## config.mk

```make
export PLATFORM = sky130hd
export DESIGN_NAME = seg_agu
export DESIGN_NICKNAME = d
export VERILOG_FILES = /design/src/rtl/seg_agu_pkg.sv /design/src/rtl/seg_desc_table.sv /design/src/rtl/seg_sel_decode.sv /design/src/rtl/seg_agu.sv
export SDC_FILE = /design/constraint.sdc
export NUM_CORES = 1
export LEC_CHECK = 0
export ABC_CLOCK_PERIOD_IN_PS = 7600
export BUFFER_PORTS_ARGS = -buffer_cell sky130_fd_sc_hd__buf_2
export CAP_MARGIN = 5
export CORE_AREA = 5 5 389 353
export CTS_BUF_LIST = sky130_fd_sc_hd__clkbuf_8
export CTS_CLUSTER_SIZE = 16
export DETAILED_ROUTE_END_ITERATION = 16
export DIE_AREA = 0 0 394 358
export SYNTH_ARGS = -nofsm -noshare
export SYNTH_HDL_FRONTEND = slang
export SYNTH_SLANG_ARGS = --single-unit
```

## constraint.sdc

```tcl
create_clock -name clk -period 7.6 [get_ports clk]
set_input_delay 0.76 -clock clk [delete_from_list [all_inputs] [get_ports clk]]
set_output_delay 0.76 -clock clk [all_outputs]
set_load 0.05 [all_outputs]
```

## src/rtl/seg_agu_pkg.sv

```systemverilog
package seg_agu_pkg;
  localparam int BASE_W = 32;
  localparam int LIM_W  = 20;
  localparam int PA_W   = 33;
  localparam int WRAP_BIT = 20;

  typedef struct packed {
    logic [BASE_W-1:0] base;
    logic [LIM_W-1:0]  limit;
  } desc_t;

  // real-mode sum: segment scaled by 16 plus 16-bit offset, 21 significant bits
  function automatic logic [PA_W-1:0] real_linear(input logic [15:0] seg,
                                                  input logic [15:0] off);
    logic [20:0] s;
    s = {1'b0, seg, 4'b0000} + {5'b0, off};
    return {{(PA_W-21){1'b0}}, s};
  endfunction

  // protected-mode sum keeps the carry out of bit 31
  function automatic logic [PA_W-1:0] prot_linear(input logic [BASE_W-1:0] base,
                                                  input logic [31:0] off);
    return {1'b0, base} + {1'b0, off};
  endfunction

  function automatic logic [PA_W-1:0] apply_wrap(input logic [PA_W-1:0] a,
                                                 input logic mask);
    logic [PA_W-1:0] r;
    r = a;
    if (mask) r[WRAP_BIT] = 1'b0;
    return r;
  endfunction
endpackage

```

## src/rtl/seg_desc_table.sv

```systemverilog
module seg_desc_table
  import seg_agu_pkg::*;
#(
  parameter int DEPTH = 8,
  parameter int IDX_W = $clog2(DEPTH)
) (
  input  logic             clk,
  input  logic             rst_n,
  input  logic             we,
  input  logic [IDX_W-1:0] widx,
  input  desc_t            wdesc,
  input  logic [IDX_W-1:0] ridx,
  output desc_t            rdesc
);
  desc_t ent [DEPTH];

  always_ff @(posedge clk or negedge rst_n) begin
    if (!rst_n) begin
      for (int e = 0; e < DEPTH; e++) ent[e] <= '0;
    end else if (we) begin
      for (int e = 0; e < DEPTH; e++)
        if (widx == IDX_W'(e)) ent[e] <= wdesc;
    end
  end

  always_comb begin
    rdesc = '0;
    for (int e = 0; e < DEPTH; e++)
      if (ridx == IDX_W'(e)) rdesc = ent[e];
  end
endmodule

```

## src/rtl/seg_sel_decode.sv

```systemverilog
module seg_sel_decode #(
  parameter int SEG_W = 16,
  parameter int DEPTH = 8,
  parameter int IDX_W = $clog2(DEPTH)
) (
  input  logic [SEG_W-1:0] sel,
  output logic             tbl_local,
  output logic [IDX_W-1:0] ridx,
  output logic             idx_in_range,
  output logic             is_null,
  output logic [1:0]       rpl
);
  localparam int FULL_W = SEG_W - 3;
  logic [FULL_W-1:0] idx_full;

  assign idx_full     = sel[SEG_W-1:3];
  assign tbl_local    = sel[2];
  assign rpl          = sel[1:0];
  assign ridx         = idx_full[IDX_W-1:0];
  assign idx_in_range = (idx_full < FULL_W'(DEPTH));
  assign is_null      = (idx_full == '0) && !tbl_local;
endmodule

```

## src/rtl/seg_agu.sv

```systemverilog
module seg_agu
  import seg_agu_pkg::*;
#(
  parameter int SEG_W = 16,
  parameter int OFF_W = 32,
  parameter int DEPTH = 8,
  parameter int IDX_W = $clog2(DEPTH)
) (
  input  logic             clk,
  input  logic             rst_n,
  input  logic             req_i,
  input  logic             prot_mode_i,
  input  logic             a20_mask_i,
  input  logic [SEG_W-1:0] seg_i,
  input  logic [OFF_W-1:0] off_i,
  input  logic             dt_we_i,
  input  logic             dt_tbl_i,
  input  logic [IDX_W-1:0] dt_idx_i,
  input  logic [BASE_W-1:0] dt_base_i,
  input  logic [LIM_W-1:0] dt_limit_i,
  output logic             addr_vld_o,
  output logic             fault_o,
  output logic [PA_W-1:0]  addr_o,
  output logic [1:0]       rpl_o
);
  localparam int NTBL = 2;

  logic             tbl_local, idx_in_range, is_null;
  logic [IDX_W-1:0] ridx;
  logic [1:0]       sel_rpl;
  desc_t            rd_desc [NTBL];
  desc_t            sel_desc;
  desc_t            wr_desc;

  // named events for the checker
  logic flt_null_w, flt_range_w, flt_limit_w, fault_c;
  logic [PA_W-1:0] lin_c, addr_c;

  seg_sel_decode #(.SEG_W(SEG_W), .DEPTH(DEPTH), .IDX_W(IDX_W)) u_dec (
    .sel(seg_i), .tbl_local(tbl_local), .ridx(ridx),
    .idx_in_range(idx_in_range), .is_null(is_null), .rpl(sel_rpl)
  );

  assign wr_desc = '{base: dt_base_i, limit: dt_limit_i};

  for (genvar t = 0; t < NTBL; t++) begin : g_tbl
    seg_desc_table #(.DEPTH(DEPTH), .IDX_W(IDX_W)) u_tbl (
      .clk(clk), .rst_n(rst_n),
      .we(dt_we_i && (dt_tbl_i == 1'(t))),
      .widx(dt_idx_i), .wdesc(wr_desc),
      .ridx(ridx), .rdesc(rd_desc[t])
    );
  end

  assign sel_desc    = tbl_local ? rd_desc[1] : rd_desc[0];
  assign flt_range_w = prot_mode_i && !idx_in_range;
  assign flt_null_w  = prot_mode_i && idx_in_range && is_null;
  assign flt_limit_w = prot_mode_i && idx_in_range && !is_null &&
                       (off_i > OFF_W'(sel_desc.limit));
  assign fault_c     = flt_range_w || flt_null_w || flt_limit_w;

  assign lin_c  = prot_mode_i ? prot_linear(sel_desc.base, 32'(off_i))
                              : real_linear(16'(seg_i), off_i[15:0]);
  assign addr_c = apply_wrap(lin_c, a20_mask_i);

  always_ff @(posedge clk or negedge rst_n) begin
    if (!rst_n) begin
      addr_vld_o <= 1'b0;
      fault_o    <= 1'b0;
      addr_o     <= '0;
      rpl_o      <= '0;
    end else begin
      addr_vld_o <= req_i && !fault_c;
      fault_o    <= req_i && fault_c;
      if (req_i) begin
        addr_o <= fault_c ? '0 : addr_c;
        rpl_o  <= prot_mode_i ? sel_rpl : 2'b00;
      end
    end
  end
endmodule

```

* Word level (Yosys, flattened, before mapping)
Cells that the tools add are included.
Storage, ports and cells: word-level logic and storage cells 111, output and inout bits 37, input bits 110, register bits after elaboration 869
Operators by class: equality and inequality tests 14, $lt $le $gt $ge 2, bitwise gates (word level) 1, multiplexer cells 21, reduce and logical (&&, ||, !) cells 35, add/subtract/negate cells 2
Operators by type and width (count):
- $mux 52 | 17
- $mux 33 | 2
- $add 32x32->33 | 1
- $gt 32x20->1 | 1
- $reduce_and 2->1 | 16
- $eq 3x3->1 const B | 8
- $add 20x16->21 | 1
- $logic_not 13->1 | 1
- $lt 13x4->1 const B | 1
- $eq 3x2->1 const B | 4
- $logic_and 1x1->1 | 10
- $eq 3x1->1 const B | 2
- $logic_not 3->1 | 2
- $logic_not 1->1 | 4
- $logic_or 1x1->1 | 2
- $mux 2 | 1
- $mux 1 | 1
- $not 1->1 | 1

* Logic depth before layout (Yosys ltp)
word-level depth 15, gate-level depth with buffers 20, depth with buffers taken out 17

* By module
Synthesis repeated with hierarchy kept, for this count alone.
Second synthesis, totals: cells, all modules 3473, area total of the unflattened synthesis 45932.8 um^2
By module, submodules not included:
- seg_desc_table | times used 2, cells an instance 1428, area each 20364.5 um^2, seq. area each 10410.0 um^2
- seg_agu | times used 1, cells an instance 605, area each 5108.6 um^2, seq. area each 925.9 um^2
- seg_sel_decode | times used 1, cells an instance 12, area each 95.1 um^2, seq. area each 0.0 um^2

* Worst setup path after synthesis
No wires, ideal clock.
path kind in2reg, from input port seg_i[4], to register addr_o[24], data required time 7469 ps, path buffers 5, arrival 4795 ps, cell stages on the path 18, setup time 131 ps, setup slack 2674 ps, cells stage by stage buf_2 buf_2 buf_2 buf_2 buf_1 mux4_2 mux2i_1 a21oi_1 ha_1 fa_1 a211oi_1 o211ai_1 a41oi_1 nor3_1 o31a_1 a211oi_1 xor2_1 o2bb2ai_1
Between the ends: longest elaborated chain between the ends 14, elaborated cells between the ends (all ways) 41, classes of those cells 1 x add/sub; 2 x order compare; 7 x eq/ne; 19 x mux; 12 x reduce/logical
RTL lines:
- start: declaration | line seg_agu.sv:14 | input logic [SEG_W-1:0] seg_i,
- $logic_not 3->1 | line seg_desc_table.sv:29 | if (ridx == IDX_W'(e)) rdesc = ent[e];
- $mux 52 (8 in series) | line seg_desc_table.sv:29
- $mux 52 | line seg_agu.sv:55 | assign sel_desc = tbl_local ? rd_desc[1] : rd_desc[0];
- $gt 32x20->1 | line seg_agu.sv:59 | (off_i > OFF_W'(sel_desc.limit));
- $logic_and 1x1->1 | line seg_agu.sv:58 | assign flt_limit_w = prot_mode_i && idx_in_range && !is_null &&
- $logic_or 1x1->1 | line seg_agu.sv:60 | assign fault_c = flt_range_w || flt_null_w || flt_limit_w;
- $mux 33 (*) | line seg_agu.sv:76 | addr_o <= fault_c ? '0 : addr_c;
- end signal: assignment | line seg_agu.sv:76
- end: declaration | line seg_agu.sv:23 | output logic [PA_W-1:0] addr_o,
Every way passes the cells marked *; elsewhere a longest branch is shown, timed or not. A chain may end at the register's enable or synchronous reset.

* Worst setup path in the final report
from input port seg_i[5], to register addr_o[25]
Same word-level chain as after synthesis.

==> summary.md <==
| Metric | Value |
|---|---|
| Most used DFF post-synth | dfrtp_1 |
| Syn avg cell area | 13.5 µm² |
| Pins Over Slew Limit | 0 |
| WL per Instance | 23.7 µm |
| Worst skew pair latency | 0.83 ns |
| Slew Limit Headroom | 23.7% |
| Critical Path Source | seg_i[5] |
| Area Growth Syn to Fin | 12.7% |
| Hold path depth | 2 |
| CTS tree | built |
| Post-route insts no fill | 5037 |
| Gate power share | about a fifth |
| PnR worst setup slack | 1.92 ns |
| Asr flop ratio synth | 100% |
| P_sw | 3.65 mW |
| RSZ-0062 raised after global routing | false |
| Fin. Hold Viols | 0 |
| Tot Pwr | 13.0 mW |
| Initial drt markers | roughly 1800 |
| Yosys reg bits | 869 |
| Internal | between 9 and 10 mW |
| Die height | between 300 and 400 µm |
| Die Footprint | between 100000 and 150000 µm² |
| Hold path endpoint | addr_o[20]$_DFFE_PN0P_ |
| Clock sinks | 869 |
| Vias in the first global route | 27900 |
| # Post-CTS Setup Buffers | 0 |
| Period utilization | 74.8% |
| Largest net degree at the start of global routing | about 140 |
| Placed cell count | 4798 |
| Count of unique library cells instantiated by Yosys | 69 |
| Dominant cells by area after synthesis | dfrtp_1 (52%), mux2_2 (23%), mux4_2 (6.6%) |
| Core ar. | 133000 µm² |
| Startpoint Class | input port |
| Worst slack, placed | around 1.2 ns |
| Row count | 127 |
| Total number of vias | 27000 |
| Root Buffer | clkbuf_8 |
| WS Path Type | input port to flip-flop |
| Max capacitance violation total | 0 |
| Net Sw Frac | 28.2% |
| Hold Crit Start | a20_mask_i |
| Sequential fraction of the synthesis area | 51.7% |
| Worst Reg2Reg Path Length in Cells | 17 |
| Worst Hold Class | input port to flip-flop |
| Finished Core Util | roughly 36% |
| Pwr/cell area | 273 nW/µm² |
| Seq pwr share | ~48% |
| Drt total wl | 119000 µm |
| Hold Slack | 0.146 ns |
| Worst flop-to-flop path startpoint | g_tbl[1].u_tbl.ent[233]$_DFFE_PN0P_ |
| Top Ports | 147 |
| Synth Instances | 3106 |
| VDD IR max | 0.160 mV |
| Clk_skew | 0.0297 ns |
| Proportion of layout cells with a drive suffix above 1 | around 42% |
| Synth top area share | 51.7% |
| CTS Buf Count | 137 |
| DRC viols | 0 |
| Clk buf depth | 3 |
| Final #Nets | 3373 |
| Worst Max-Slew Pin Slew | 1.14 ns |
| Grt ovf | 0 |
| First-pass DRT Iterations | 5 |
| Clock Pin Slew Worst Setup and Hold Paths | 0.07 ns |
| Gp weighted congestion | approximately 0.85 |
| Port buffer count | between 100 and 150 |
| Crit. End Element | flip-flop |
| Syn Nets | 3282 |
| Antenna violations before repair | 25 |
| H-tree levels | 4 |
| Final setup vio count | 0 |
| Register-to-register setup slack | roughly 3.3 ns |
| Worst EP required | 8.36 ns |
| Gr usage total | 16.8% |
| TNS Setup | 0 ns |
| Synth Warn # | 0 |
| First-pass GRT wire length | approximately 180000 µm |
| Worst EP arrival | 6.45 ns |
| Final Instance Area | 47400 µm² |
| Crit path max fanout | 40 |
| Clock Power Share | between 30% and 40% |
| Detailed Place HPWL | between 70000 and 80000 µm |
| Post-synth EDFFs | 0 |
| Starting density of the core | about a third |
| Synth area leader | dfrtp_1 |
| Via density per instance | 5.35 |
| Die width | 394 µm |
| ANT nets after route | 0 |
| Post-DP Area | approximately 45000 µm² |
| Leakage power | 20.5 nW |
| Fin crit period | approximately 5.7 ns |
| Post-Syn Area | 42100 µm² |
| Achievable clock frequency | 176 MHz |
| Status | completed |
| FF-to-FF End | addr_o[26]$_DFFE_PN0P_ |
==> logic make-up (layout without fill, tap and decap cells) <==
group	after synthesis	in the layout	share of synthesized area, %
AO/OA/AOI/OAI	464	464	7.70
other	0	7	0
flip-flops	869	869	51.7
multiplexers	1077	1077	31.8
adder cells (fa/ha/maj)	66	66	2.00
AND/OR/NAND/NOR	296	296	3.28
buffers and inverters	301	484	2.84
XOR/XNOR	33	33	0.687
==> worst max path at each step <==
stage / end / slack, ns / cells past startpoint
floorplan: addr_o[24]$_DFFE_PN0P_ / 2.67 / 18
global placement: addr_o[24]$_DFFE_PN0P_ / 1.19 / 18
detailed placement: addr_o[24]$_DFFE_PN0P_ / 1.24 / 19
CTS: addr_o[25]$_DFFE_PN0P_ / 2.14 / 19
global route: addr_o[25]$_DFFE_PN0P_ / 1.59 / 19
finish: addr_o[25]$_DFFE_PN0P_ / 1.92 / 19
==> layout by cell type (no fill, tap or decap), types with 20 or more instances in the layout <==
cell type  instances
a22o_1            30
o21ai_0           71
a21oi_1          107
inv_1             93
dfrtp_1          869
a211oi_1          28
xnor2_1           22
mux4_2           124
clkbuf_8         174
a22oi_1           37
mux2i_1          108
nand2_1           79
o221ai_1          21
nor2_1            98
ha_1              64
mux2_2           845
a221oi_1          44
buf_2            142
buf_4             45
a21o_1            20
==> cell type report <==
type | instances | area, µm²
Clock inverter | 58 | 335
Inverter | 52 | 196
Fill cell | 13000 | 85100
Clock buffer | 173 | 2380
Tap cell | 1741 | 2180
Antenna cell | 7 | 17.5
Sequential cell | 869 | 21700
Multi-Input combinational cell | 1936 | 19300
Timing Repair Buffer | 201 | 1300
==> layer usage <==
metal	part of all wire (%)	track usage (%)	up-vias
li1	-	-	11800
met3	4.7	2.94	187
met4	1.8	4.36	8
met5	0.042	0	-
met2	47	27.0	624
met1	47	23.8	14400
==> power groups by stage <==
stage	Clock (mW)	Combinational [mW]	Sequential (mW)
2_1_floorplan	0	2.03	6.15
3_3_place_gp	0	2.70	6.22
3_5_place_dp	0	2.75	6.26
4_1_cts	4.14	2.76	6.18
5_1_grt	4.34	3.01	6.30
6_report	4.03	2.74	6.18
==> synth_stat cells (13+ instances only) <==
master,n
a22oi_1,37
nor2b_1,20
dfrtp_1,869
inv_1,52
o221ai_1,21
a31oi_1,13
o21a_1,15
nand3_1,18
a22o_1,30
mux2i_1,108
mux2_2,845
ha_1,64
a221oi_1,44
buf_1,20
mux4_2,124
a221o_1,19
nand2_1,80
buf_2,48
o21ai_0,71
a21oi_1,107
a211oi_1,28
a21o_1,20
clkbuf_1,180
xnor2_1,22
nor2_1,108
==> flip-flops by register name, summed over array words and instances, names as in the netlist <==
signal / count
addr_o: 33
rpl_o: 2
g_tbl.u_tbl.ent: 832
fault_o: 1
addr_vld_o: 1
==> worst max-delay path: stages <==
cell	delay, ns
clkbuf_8	0.25
buf_4	0.40
nor3b_4	0.68
buf_4	0.40
a221oi_1	0.16
nor2b_1	0.22
a211oi_1	0.24
a211oi_1	0.09
o21a_1	0.20
a221oi_1	0.64
ha_1	0.35
o21a_1	0.13
nor2_1	0.04
o21ai_0	0.48
a31oi_1	0.20
o31ai_2	0.44
a2111oi_0	0.21
or4_1	0.42
nand3_1	0.09
==> timing repair <==
item,in CTS,in global routing
gates resized for setup,0,0
endpoints found under the hold margin,21,0
hold buffers,1,0
Note: power is estimated with default switching activity, not from simulation.
